File: config.mk
export PLATFORM = sky130hd
export DESIGN_NAME = core_tick_timer
export DESIGN_NICKNAME = d
export VERILOG_FILES = /design/src/rtl/ltmr_pkg.sv /design/src/rtl/ltmr_prescale.sv /design/src/rtl/ltmr_irqcnt.sv /design/src/rtl/ltmr_regs.sv /design/src/rtl/core_tick_timer.sv
export SDC_FILE = /design/constraint.sdc
export NUM_CORES = 1
export LEC_CHECK = 0
export BUFFER_PORTS_ARGS = -buffer_cell sky130_fd_sc_hd__buf_2
export CAP_MARGIN = 20
export CELL_PAD_IN_SITES_DETAIL_PLACEMENT = 1
export CELL_PAD_IN_SITES_GLOBAL_PLACEMENT = 1
export CORE_MARGIN = 1.5
export CORE_UTILIZATION = 41
export DETAILED_ROUTE_END_ITERATION = 8
export HOLD_SLACK_MARGIN = 0.05
export MAX_ROUTING_LAYER = met4
export PLACE_DENSITY_LB_ADDON = 0.1
export SLEW_MARGIN = 20
export SYNTH_ARGS = -nofsm -noshare
export SYNTH_HDL_FRONTEND = slang
export SYNTH_HIERARCHICAL = 1
export SYNTH_SLANG_ARGS = --single-unit
export TNS_END_PERCENT = 20
File: constraint.sdc
create_clock -name clk -period 3.55 [get_ports clk]
set_input_delay 0.71 -clock clk [delete_from_list [all_inputs] [get_ports clk]]
set_output_delay 0.71 -clock clk [all_outputs]
set_load 0.01 [all_outputs]
File: src/rtl/ltmr_pkg.sv
package ltmr_pkg;
    localparam int DATA_W = 32;
    localparam int OFS_W  = 8;

    localparam logic [OFS_W-1:0] OFS_TICKBUF = 8'h00;
    localparam logic [OFS_W-1:0] OFS_CNTBUF  = 8'h08;
    localparam logic [OFS_W-1:0] OFS_CTRL    = 8'h20;
    localparam logic [OFS_W-1:0] OFS_FLAG    = 8'h30;
    localparam logic [OFS_W-1:0] OFS_IEN     = 8'h34;
    localparam logic [OFS_W-1:0] OFS_WACK    = 8'h40;

    localparam int ACK_W       = 4;
    localparam int ACK_TICKBUF = 0;
    localparam int ACK_CNTBUF  = 1;
    localparam int ACK_CTRL    = 3;

    // bit 2: auto-reload, bit 1: counter run, bit 0: prescaler run
    typedef struct packed {
        logic auto_reload;
        logic cnt_run;
        logic tick_run;
    } ctrl_t;

    function automatic logic [ACK_W-1:0] ack_mask(input logic [OFS_W-1:0] ofs);
        logic [ACK_W-1:0] m;
        m = '0;
        case (ofs)
            OFS_TICKBUF: m[ACK_TICKBUF] = 1'b1;
            OFS_CNTBUF:  m[ACK_CNTBUF]  = 1'b1;
            OFS_CTRL:    m[ACK_CTRL]    = 1'b1;
            default:     m = '0;
        endcase
        return m;
    endfunction
endpackage

File: src/rtl/ltmr_prescale.sv
module ltmr_prescale #(
    parameter int TICK_W = 32
) (
    input  logic              clk,
    input  logic              rst,
    input  logic              run,
    input  logic [TICK_W-1:0] limit,
    output logic              tick
);
    logic [TICK_W-1:0] pcnt_q;
    logic              wrap;

    assign wrap = (pcnt_q >= limit);
    assign tick = run && wrap;

    always_ff @(posedge clk) begin
        if (rst || !run)
            pcnt_q <= '0;
        else if (wrap)
            pcnt_q <= '0;
        else
            pcnt_q <= pcnt_q + 1'b1;
    end


    pcnt_range_chk: assert property (@(posedge clk) disable iff (rst)
        (run && $past(run) && $stable(limit)) |-> (pcnt_q <= limit));
endmodule

File: src/rtl/ltmr_irqcnt.sv
module ltmr_irqcnt #(
    parameter int CNT_W = 31
) (
    input  logic             clk,
    input  logic             rst,
    input  logic             tick,
    input  logic             run,
    input  logic             auto_reload,
    input  logic             load,
    input  logic [CNT_W-1:0] load_val,
    input  logic [CNT_W-1:0] reload_val,
    output logic             expire
);
    logic [CNT_W-1:0] cnt_q;
    logic             step;
    logic             last;

    assign step   = tick && run && !load && (cnt_q != '0);
    assign last   = (cnt_q == CNT_W'(1));
    assign expire = step && last;

    always_ff @(posedge clk) begin
        if (rst)
            cnt_q <= '0;
        else if (load)
            cnt_q <= load_val;
        else if (step) begin
            if (last)
                cnt_q <= auto_reload ? reload_val : '0;
            else
                cnt_q <= cnt_q - 1'b1;
        end
    end


    load_take_chk: assert property (@(posedge clk) disable iff (rst)
        load |=> (cnt_q == $past(load_val)));

    auto_reload_chk: assert property (@(posedge clk) disable iff (rst)
        (expire && auto_reload) |=> (cnt_q == $past(reload_val)));

    oneshot_rest_chk: assert property (@(posedge clk) disable iff (rst)
        (expire && !auto_reload) |=> (cnt_q == '0));

    halt_hold_chk: assert property (@(posedge clk) disable iff (rst)
        (!(tick && run) && !load) |=> $stable(cnt_q));
endmodule

File: src/rtl/ltmr_regs.sv
module ltmr_regs
    import ltmr_pkg::*;
#(
    parameter int TICK_W = 32,
    parameter int CNT_W  = 31
) (
    input  logic              clk,
    input  logic              rst,
    input  logic              bus_sel,
    input  logic              bus_wr,
    input  logic [OFS_W-1:0]  bus_addr,
    input  logic [DATA_W-1:0] bus_wdata,
    output logic [DATA_W-1:0] bus_rdata,
    input  logic              expire,
    output logic [TICK_W-1:0] tick_buf,
    output logic [CNT_W-1:0]  cnt_buf,
    output ctrl_t             ctrl,
    output logic              load,
    output logic [CNT_W-1:0]  load_val,
    output logic              irq_out
);
    localparam int UPD_BIT = DATA_W - 1;

    logic             wr_en;
    logic             upd_req;
    logic             start_rise;
    logic             flag_q;
    logic             ien_q;
    logic [ACK_W-1:0] wack_q;
    logic [ACK_W-1:0] wack_d;
    logic [2:0]       ctrl_bits;

    assign wr_en      = bus_sel && bus_wr;
    assign upd_req    = wr_en && (bus_addr == OFS_CNTBUF) && bus_wdata[UPD_BIT];
    assign start_rise = wr_en && (bus_addr == OFS_CTRL) && bus_wdata[1] && !ctrl.cnt_run;
    assign load       = upd_req || start_rise;
    assign load_val   = upd_req ? bus_wdata[CNT_W-1:0] : cnt_buf;
    assign irq_out    = flag_q && ien_q;
    assign ctrl_bits  = ctrl;

    always_comb begin
        wack_d = wack_q;
        if (wr_en && bus_addr == OFS_WACK)
            wack_d = wack_d & ~bus_wdata[ACK_W-1:0];
        if (wr_en)
            wack_d = wack_d | ack_mask(bus_addr);
    end

    always_ff @(posedge clk) begin
        if (rst) begin
            tick_buf <= '0;
            cnt_buf  <= '0;
            ctrl     <= '0;
            ien_q    <= 1'b0;
            flag_q   <= 1'b0;
            wack_q   <= '0;
        end else begin
            wack_q <= wack_d;
            if (wr_en && bus_addr == OFS_TICKBUF) tick_buf <= bus_wdata[TICK_W-1:0];
            if (wr_en && bus_addr == OFS_CNTBUF)  cnt_buf  <= bus_wdata[CNT_W-1:0];
            if (wr_en && bus_addr == OFS_CTRL)    ctrl     <= ctrl_t'(bus_wdata[2:0]);
            if (wr_en && bus_addr == OFS_IEN)     ien_q    <= bus_wdata[0];
            if (expire)
                flag_q <= 1'b1;
            else if (wr_en && bus_addr == OFS_FLAG && bus_wdata[0])
                flag_q <= 1'b0;
        end
    end

    always_comb begin
        bus_rdata = '0;
        if (bus_sel && !bus_wr) begin
            case (bus_addr)
                OFS_TICKBUF: bus_rdata = DATA_W'(tick_buf);
                OFS_CNTBUF:  bus_rdata = DATA_W'(cnt_buf);
                OFS_CTRL:    bus_rdata = DATA_W'(ctrl_bits);
                OFS_FLAG:    bus_rdata = DATA_W'(flag_q);
                OFS_IEN:     bus_rdata = DATA_W'(ien_q);
                OFS_WACK:    bus_rdata = DATA_W'(wack_q);
                default:     bus_rdata = '0;
            endcase
        end
    end


    flag_set_chk: assert property (@(posedge clk) disable iff (rst)
        expire |=> flag_q);

    ack_tick_chk: assert property (@(posedge clk) disable iff (rst)
        (wr_en && bus_addr == OFS_TICKBUF) |=> wack_q[ACK_TICKBUF]);

    ack_ctrl_chk: assert property (@(posedge clk) disable iff (rst)
        (wr_en && bus_addr == OFS_CTRL) |=> wack_q[ACK_CTRL]);
endmodule

File: src/rtl/core_tick_timer.sv
module core_tick_timer
    import ltmr_pkg::*;
#(
    parameter int TICK_W = 32,
    parameter int CNT_W  = 31
) (
    input  logic        clk,
    input  logic        rst,
    input  logic        bus_sel,
    input  logic        bus_wr,
    input  logic [7:0]  bus_addr,
    input  logic [31:0] bus_wdata,
    output logic [31:0] bus_rdata,
    output logic        irq
);
    logic [TICK_W-1:0] tick_buf;
    logic [CNT_W-1:0]  cnt_buf;
    logic [CNT_W-1:0]  load_val;
    ctrl_t             ctrl;
    logic              load;
    logic              tick;
    logic              expire;

    ltmr_regs #(.TICK_W(TICK_W), .CNT_W(CNT_W)) u_regs (
        .clk(clk), .rst(rst),
        .bus_sel(bus_sel), .bus_wr(bus_wr), .bus_addr(bus_addr),
        .bus_wdata(bus_wdata), .bus_rdata(bus_rdata),
        .expire(expire), .tick_buf(tick_buf), .cnt_buf(cnt_buf),
        .ctrl(ctrl), .load(load), .load_val(load_val), .irq_out(irq)
    );

    ltmr_prescale #(.TICK_W(TICK_W)) u_pre (
        .clk(clk), .rst(rst), .run(ctrl.tick_run), .limit(tick_buf), .tick(tick)
    );

    ltmr_irqcnt #(.CNT_W(CNT_W)) u_cnt (
        .clk(clk), .rst(rst), .tick(tick), .run(ctrl.cnt_run),
        .auto_reload(ctrl.auto_reload), .load(load), .load_val(load_val),
        .reload_val(cnt_buf), .expire(expire)
    );


    irq_gate_chk: assert property (@(posedge clk) disable iff (rst)
        (irq && !$past(irq)) |-> $past(expire) || $past(bus_sel && bus_wr && bus_addr == OFS_IEN));
endmodule

==> metrics <==
status=completed; Total GRT Usage=28.8%; gpl congestion=0.839; Least-Margin Pin Slew=slightly above 0.9 ns; Cells after Synth=1,060; met3 Usage GRT=4.84%; Die Wd=147 µm; Mapped Area=8530 µm²; Worst VDD drop=0.000282 V; largest net degree at the start of global routing=between 40 and 50; CTS Buf Count=17; Die H=147 µm; H-tree levels=4; dpl hpwl=21,000 µm; Avg Inst Size Synth=8.05 µm²; CP bufs+invs=2; global-route wire length before repair=47,100 µm; Cell Pwr Density=356 nW/µm²; synthesized net count=1,139; total number of vias=a little over 8,000; Max-Cap Viols=0; largest area contributor in the netlist=dfxtp_1; vias in the first global route=8,156; Post-CTS Repair Setup Buffers=0; Worst-path clk slew=0.06 ns; Post-synth EDFFs=0; clk sinks=135; Warnings, synthesis=6; Clk Latency, worst-skew pair=0.43 ns; Vias/cell=roughly 5.8; met2 Use GR=44.4%; starting density of the core=42.0%; Iteration-0 DRC Markers=496; CP Launch Type=register; hold_buf cts=0; Detailed Routing Iterations Pass 1=5; Crit Path Class=register to register; unrepaired setup endpoints after global routing=no; Layout Skew=0.00961 ns; commonest non-fill, non-tap cell in the layout=nand2_1; Hold WC Path Type=register to register; Worst EP arrival=about 3.7 ns; Synth cell types=74; remaining antenna violation count=0; Synth area leaders=dfxtp_1, nand2_1, a21oi_1; Seq cells post-synth=~140; Antenna diodes=0; Post-CTS Resized=0; Leakage Power=3.78 nW; period utilization=94.2%; Die ar.=21,700 µm²; Final Max Tran Viols=0; worst-path maximum fanout=19; required time worst endpoint=3.92 ns; FP Rows=between 50 and 60; R2R setup slack=between 0.2 and 0.25 ns; Seq/Total Area, Yosys=between 30% and 40%; CTS tree=yes; Most used DFF post-synth=dfxtp_1; final wirelength=29,300 µm; initial antenna violation count=0; Final Setup Violations=0; CP delay by family, top=simple AND/OR/NAND/NOR gates; Setup TNS=0 ns; # nets final=1,202; finished layout cell area=9850 µm²; share of cells above drive strength 1=18.7%; Max Freq=299 MHz; share of the synthesized area in the top cell type=31.7%; ys async rst share=0%; grt peak-use layer=met2; critical-path cell list=inv_1 -> ha_1 -> nand2_1 -> or3_1 -> o221ai_1 -> a21oi_1 -> o211ai_2 -> and2_1 -> and3_1 -> o21ai_4 -> nor3_1 -> buf_4 -> a21oi_1 -> nor2_1; area grow syn2layout=15.4%; Slew HR=39.4%; mean routed wirelength per cell=approximately 21 µm; I/O Buffers=76; critical path capture point type=register; Post-DP Area=~9200 µm²; slowest stage cell, crit path=and3_1; met1 Use GR=39.2%; CP dominant cell by count=a21oi_1; num ports=between 70 and 80; clk buf depth=2; Worst path max stage delay=slightly below 0.4 ns; commonest non-fill, non-tap cells in the layout=nand2_1, dfxtp_1, a21oi_1; post-route minimum period=roughly 3.3 ns; GRT Residual Overflow=0; CTS root buffer=clkbuf_16; DRC viols=0; final hold violation count=0; CORE AREA=20,300 µm²
## per-stage QoR
stage               utilization (%)  instances  hold WS [ns]  setup WS, ns  total power [mW]
floorplan                         -       1060         0.427        0.0963              1.62
global placement               45.5       1374         0.440         0.312              1.69
detailed placement             45.5       1374         0.454         0.283              1.69
CTS                            48.5       1405         0.465         0.271              3.53
global route                   48.5       1405         0.494        0.0470              3.62
finish                         48.5       1405         0.467         0.207              3.51
## logic make-up after synthesis
family | share of synthesized area, %
compound gates | 16.1
simple gates | 26.7
buf+inv | 5.54
xor+xnor | 5.34
fa+ha+maj | 5.13
mux | 9.50
flops | 31.7
## power by group
part	leakage [nW]	switching (mW)	total [mW]	internal [mW]
clock network	0.293	0.697	1.85	1.16
logic	2.40	0.0940	0.139	0.0450
registers	1.09	0.000943	1.52	1.52
## metal layers
metal	share of wire (%)	up-vias	routed length, µm
met5	0	-	0
met4	1.2	0	350
met3	3.9	21	1160
met2	46	191	13600
met1	48	4039	14200
li1	-	3913	-
## state kept, by name, indices dropped and copies added (netlist names)
name,flops
u_regs/ien_q,1
u_regs/flag_q,1
u_regs/wack_q,4
u_regs/tick_buf,32
u_pre/pcnt_q,32
u_regs/ctrl,3
u_cnt/cnt_q,31
u_regs/cnt_buf,31
## synth_stat cells (5+ instances only)
library cell and n:
a211oi_1 8, a21oi_1 105, and2_1 7, and3_1 13, buf_2 20, clkbuf_1 41, dfxtp_1 135, ha_1 35
inv_1 41, mux2_4 29, mux2i_1 33, nand2_1 175, nand2b_1 5, nand3_1 25, nand4_1 16, nor2_1 46
nor3_1 77, nor3_2 9, nor4_1 13, nor4b_1 5, o211ai_1 6, o21ai_0 36, o221ai_1 7, o22ai_1 5
o31ai_1 7, or4_1 6, xnor2_1 22, xor2_1 30
## worst paths after layout
kind / end / startpoint / depth (start not counted)
min: u_regs/wack_q[2] / u_regs/wack_q[2] / 2
max reg2reg: u_regs/flag_q / u_regs/tick_buf[5] / 14
min reg2reg: u_regs/wack_q[2] / u_regs/wack_q[2] / 2
max: u_regs/flag_q / u_regs/tick_buf[5] / 14
## layout make-up
type / count / area (µm²)
Clock inverter: 8 / 121
Fill cell: 2529 / 10500
Timing Repair Buffer: 114 / 678
Multi-Input combinational cell: 813 / 5370
Tap cell: 270 / 338
Inverter: 42 / 158
Clock buffer: 23 / 478
Sequential cell: 135 / 2700
## worst register-to-register path, delay by kind of cell (launching register included)
family	cells	cell delay (ns)
AND/OR/NAND/NOR	6	1.45
AO/OA/AOI/OAI	5	0.89
flip-flops	1	0.37
adder cells (fa/ha/maj)	1	0.30
buffers and inverters	2	0.27
(Power assumes the default switching activity.)
